<file path="src/rtl/cfg_port_pkg.sv">
package cfg_port_pkg;
   localparam int unsigned DEF_WORD_W = 24;
   localparam int unsigned DEF_SEL_W  = 2;
   localparam int unsigned DEF_SYNC_N = 2;
endpackage

</file>
<file path="src/rtl/cfg_sync_chain.sv">
module cfg_sync_chain #(
   parameter int unsigned STAGES = 2
) (
   input  logic clk,
   input  logic rst_n,
   input  logic async_i,
   output logic sync_o
);
   logic [STAGES-1:0] chain_q;

   generate
      if (STAGES < 2) begin : g_bad
         $error("cfg_sync_chain: STAGES must be at least 2");
      end
   endgenerate

   always_ff @(posedge clk or negedge rst_n) begin
      if (!rst_n) chain_q <= '0;
      else        chain_q <= {chain_q[STAGES-2:0], async_i};
   end

   assign sync_o = chain_q[STAGES-1];
endmodule

</file>
<file path="src/rtl/cfg_rise_detect.sv">
module cfg_rise_detect (
   input  logic clk,
   input  logic rst_n,
   input  logic level_i,
   output logic rise_o
);
   logic prev_q;

   always_ff @(posedge clk or negedge rst_n) begin
      if (!rst_n) prev_q <= 1'b0;
      else        prev_q <= level_i;
   end

   assign rise_o = level_i & ~prev_q;
endmodule

</file>
<file path="src/rtl/cfg_shift_reg.sv">
module cfg_shift_reg #(
   parameter int unsigned WIDTH = 24
) (
   input  logic             clk,
   input  logic             rst_n,
   input  logic             shift_i,
   input  logic             bit_i,
   output logic [WIDTH-1:0] word_o
);
   generate
      if (WIDTH < 2) begin : g_bad
         $error("cfg_shift_reg: WIDTH must be at least 2");
      end
   endgenerate

   always_ff @(posedge clk or negedge rst_n) begin
      if (!rst_n)       word_o <= '0;
      else if (shift_i) word_o <= {word_o[WIDTH-2:0], bit_i};
   end
endmodule

</file>
<file path="src/rtl/cfg_latch_bank.sv">
module cfg_latch_bank #(
   parameter int unsigned PAY_W = 22,
   parameter int unsigned SEL_W = 2,
   localparam int unsigned N_REG = 1 << SEL_W
) (
   input  logic                        clk,
   input  logic                        rst_n,
   input  logic                        load_i,
   input  logic [SEL_W-1:0]            sel_i,
   input  logic [PAY_W-1:0]            pay_i,
   output logic [N_REG-1:0][PAY_W-1:0] bank_o
);
   generate
      for (genvar n = 0; n < N_REG; n++) begin : g_reg
         logic hit;
         assign hit = load_i && (sel_i == SEL_W'(n));
         always_ff @(posedge clk or negedge rst_n) begin
            if (!rst_n)   bank_o[n] <= '0;
            else if (hit) bank_o[n] <= pay_i;
         end
      end
   endgenerate
endmodule

</file>
<file path="src/rtl/cfg_serial_port.sv">
module cfg_serial_port
   import cfg_port_pkg::*;
#(
   parameter int unsigned WORD_W = DEF_WORD_W,
   parameter int unsigned SEL_W  = DEF_SEL_W,
   parameter int unsigned SYNC_N = DEF_SYNC_N,
   localparam int unsigned PAY_W = WORD_W - SEL_W,
   localparam int unsigned N_REG = 1 << SEL_W
) (
   input  logic                        clk,
   input  logic                        rst_n,
   input  logic                        ser_clk,
   input  logic                        ser_data,
   input  logic                        ser_load,
   output logic [N_REG-1:0][PAY_W-1:0] bank_q
);
   logic clk_s, data_s, load_s;
   logic bit_rise, load_rise;
   logic [WORD_W-1:0] shift_q;

   generate
      if (SEL_W < 1 || SEL_W > 4) begin : g_bad_sel
         $error("cfg_serial_port: SEL_W out of range 1..4");
      end
      if (WORD_W <= SEL_W) begin : g_bad_word
         $error("cfg_serial_port: WORD_W must exceed SEL_W");
      end
   endgenerate

   cfg_sync_chain #(.STAGES(SYNC_N)) u_sync_clk (
      .clk(clk), .rst_n(rst_n), .async_i(ser_clk), .sync_o(clk_s));
   cfg_sync_chain #(.STAGES(SYNC_N)) u_sync_data (
      .clk(clk), .rst_n(rst_n), .async_i(ser_data), .sync_o(data_s));
   cfg_sync_chain #(.STAGES(SYNC_N)) u_sync_load (
      .clk(clk), .rst_n(rst_n), .async_i(ser_load), .sync_o(load_s));

   cfg_rise_detect u_edge_clk (
      .clk(clk), .rst_n(rst_n), .level_i(clk_s), .rise_o(bit_rise));
   cfg_rise_detect u_edge_load (
      .clk(clk), .rst_n(rst_n), .level_i(load_s), .rise_o(load_rise));

   cfg_shift_reg #(.WIDTH(WORD_W)) u_shift (
      .clk(clk), .rst_n(rst_n), .shift_i(bit_rise), .bit_i(data_s),
      .word_o(shift_q));

   cfg_latch_bank #(.PAY_W(PAY_W), .SEL_W(SEL_W)) u_bank (
      .clk(clk), .rst_n(rst_n), .load_i(load_rise),
      .sel_i(shift_q[SEL_W-1:0]), .pay_i(shift_q[WORD_W-1:SEL_W]),
      .bank_o(bank_q));
endmodule

</file>
<file path="config.mk">
export PLATFORM = sky130hd
export DESIGN_NAME = cfg_serial_port
export DESIGN_NICKNAME = d
export VERILOG_FILES = /design/src/rtl/cfg_port_pkg.sv /design/src/rtl/cfg_sync_chain.sv /design/src/rtl/cfg_rise_detect.sv /design/src/rtl/cfg_shift_reg.sv /design/src/rtl/cfg_latch_bank.sv /design/src/rtl/cfg_serial_port.sv
export SDC_FILE = /design/constraint.sdc
export NUM_CORES = 1
export LEC_CHECK = 0
export BUFFER_PORTS_ARGS = -buffer_cell sky130_fd_sc_hd__buf_4
export CAP_MARGIN = 20
export CELL_PAD_IN_SITES_DETAIL_PLACEMENT = 1
export CELL_PAD_IN_SITES_GLOBAL_PLACEMENT = 1
export CORE_MARGIN = 2
export CORE_UTILIZATION = 30
export CTS_CLUSTER_DIAMETER = 60
export DETAILED_ROUTE_END_ITERATION = 8
export PLACE_DENSITY_LB_ADDON = 0.1
export SLEW_MARGIN = 10
export SYNTH_ARGS = -nofsm -noshare
export SYNTH_HDL_FRONTEND = slang
export SYNTH_SLANG_ARGS = --single-unit
</file>
<file path="constraint.sdc">
create_clock -name clk -period 1.5 [get_ports clk]
set_input_delay 0.15 -clock clk [delete_from_list [all_inputs] [get_ports clk]]
set_output_delay 0.15 -clock clk [all_outputs]
set_load 0.01 [all_outputs]
</file>
==> results.md <==
- FF+latch count, synth: 120
- FF-to-FF Start: u_shift.word_o[0]
- Netlist Area Pre-Place: 4398 µm²
- Fraction of layout cells with a size suffix above 1: 66.41%
- Via density: 4.509
- P_int: 8333 µW
- Pre-Repair DR Iteration Count: 3
- PortBufs: 92
- Clock Skew: 0.004495 ns
- GRT Overall Usage: 13.82%
- Setup slack, reg-to-reg: 0.02 ns
- Worst setup SP type: register
- Synth area leaders: dfrtp_1 68%, mux2_2 28%, buf_4 1.0%, mux2_1 0.77%, and4bb_1 0.57%
- CP Class: reg -> reg
- Reg power frac: 41.7%
- Synth Instances: 248
- Critical Path Fanout Max: 7
- CTS H-tree lvls: 4
- Detailed-route wire length per cell: 17.80 µm
- Sw Pwr: 2926 µW
- Crit path capture type: register
- IO Count: 93
- RSZ-0062 raised after global routing: yes
- Sequential share of the synthesized area: 68.28%
- Total grt overflow: 0
- Leakage: 0.003088 µW
- Status: completed
- Combinational power share: 20.6%
- Most frequent cells in the layout: 118 x dfrtp_1, 108 x mux2_2, 103 x buf_4, 17 x clkbuf_16, 6 x clkbuf_8
- Core region area: 14420 µm²
- Final core occ: 42.58%
- CP arrival: 1.77 ns
- Min Tclk post-route: 1.482 ns
- FF-to-FF path depth: 4
- Post-synth top area cell: dfrtp_1
- Max cap viols: 0
- Diodes inserted: 0
- Die W: 125.1 µm
- Normalized max-slew margin: 75.43%
- Die Y: 125.1 µm
- Initial antenna violation count: 0
- Max Clk Rate: 0.6746 GHz
- Vias: 2561
- Syn Nets: 253
- Clk sinks: 120
- CP required: 1.79 ns
- Clock power share: 37.7%
- Final Hold Violating Endpoints: 0
- FP Rows: 44
- Initial Utilization: 30.49%
- Pwr Total: 11260 µW
- Worst-margin pin slew: 0.3686 ns
- Number of synthesis warnings: 0
- Sw frac: 25.99%
- CTS Root Cell: clkbuf_16
- Power Density: 1833 nW/µm²
- Peak VDD IR: 0.6563 mV
- Layout area overhead: 39.66%
- Yosys top cell area share: 68.28%
- Final wirelength: 10110 µm
- Max Slew Vio Count: 0
- CTS max path bufs: 2
- Worst hold path class: in -> async
- First-pass GRT wire length: 16430 µm
- Post-Syn Area per Cell: 17.73 µm²
- Final period utilization: 98.82%
- Largest net degree at the start of global routing: 35
- Final setup violation count: 0
- Post-DRT Antenna Nets: 0
- Post-DP HPWL: 6707 µm
- Netlist cell types: 9
- Die ar.: 15650 µm²
- Reg2reg end: u_bank.bank_o[12]
- CTS tree: done
- Clk_lat worst skew: 0.41 ns
- Most common cell after layout, fill and taps aside: dfrtp_1
- TritonCTS Buffers: 17
- Clk slew on worst S/H paths: 0.05 ns
- # DRC: 0
- Initial drt markers: 60
- Nets: 376
- GPL Wtd Cong: 0.6929
- Number of global-route vias before repair: 2840
==> worst max-delay path by stage <==
stage,cells past startpoint,endpoint,start,slack (ns)
2_1_floorplan,3,u_bank.bank_o[10],u_shift.word_o[1],0.06
3_3_place_gp,3,u_bank.bank_o[5],u_shift.word_o[1],0.03
3_5_place_dp,3,u_bank.bank_o[6],u_shift.word_o[1],-0.04
4_1_cts,3,u_bank.bank_o[22],u_shift.word_o[1],0.009
5_1_grt,4,u_bank.bank_o[3],u_shift.word_o[0],-0.03
6_report,4,u_bank.bank_o[12],u_shift.word_o[0],0.02
==> sequential cells by signal (all words and copies together), names as in the netlist <==
signal	count
u_bank.bank_o	88
u_shift.word_o	24
u_sync_clk.chain_q	2
u_sync_data.chain_q	2
u_sync_load.chain_q	2
u_edge_clk.prev_q	1
u_edge_load.prev_q	1
==> power groups by stage <==
stage	combinational, µW	clock, µW	sequential (µW)
3_5_place_dp	2340	0	4760
5_1_grt	2500	4520	4840
3_3_place_gp	2290	0	4740
2_1_floorplan	835	0	4830
6_report	2320	4240	4690
4_1_cts	2370	4380	4710
==> critical path, stage by stage, from the launching register on <==
cell and delay (ns):
dfrtp_2 0.43, nor4b_4 0.30, buf_4 0.16, buf_6 0.13, mux2_2 0.34
==> kinds of logic after synthesis <==
| group | count (synthesis) | share of synthesized area, % |
|---|---|---|
| simple gates | 5 | 1.451 |
| buf+inv | 11 | 1.593 |
| mux | 112 | 28.68 |
| flops | 120 | 68.28 |
==> layout make-up <==
cell class / instances / area, µm²
clock inverter: 7 / 112.6
tap: 184 / 230.2
fill: 1446 / 8282
sequential: 120 / 3005
clock buffer: 25 / 515.5
timing repair buffer: 115 / 942.2
multi-input combinational: 117 / 1336
==> synth_stat cells <==
library cell  count
and4bb_1          2
buf_2             5
buf_4             6
dfrtp_1         120
mux2_1            3
mux2_2          109
nand4b_1          1
nor2b_1           1
nor4b_4           1
==> routing by layer <==
layer | track usage, % | routed length [µm] | up-vias
li1 | - | - | 1135
met1 | 17.58 | 4535 | 1353
met2 | 21.80 | 5018 | 61
met3 | 4.450 | 414 | 12
met4 | 5.882 | 145 | 0
met5 | 0 | 0 | -
==> metrics by stage <==
stage,TNS (ns),instances,worst slack (ns),area [µm²],hold slack [ns]
floorplan,0,248,0.06448,4398,-0.1456
global placement,0,528,0.02655,5419,0.09256
detailed placement,-0.3991,528,-0.04069,5419,0.09065
CTS,0,567,0.008689,6118,0.2119
global route,-0.4227,568,-0.02639,6142,0.2374
finish,0,568,0.01769,6142,0.2066
==> timing repair <==
item	4_1_cts	5_1_grt
gates cloned	1	0
hold buffers	4	0
resized for setup	4	6
buffers inserted	2	1
pin swaps	1	2
setup endpoints to repair	18	49
endpoints found under the hold margin	78	0
No activity file was read; power rests on OpenSTA's default activity.
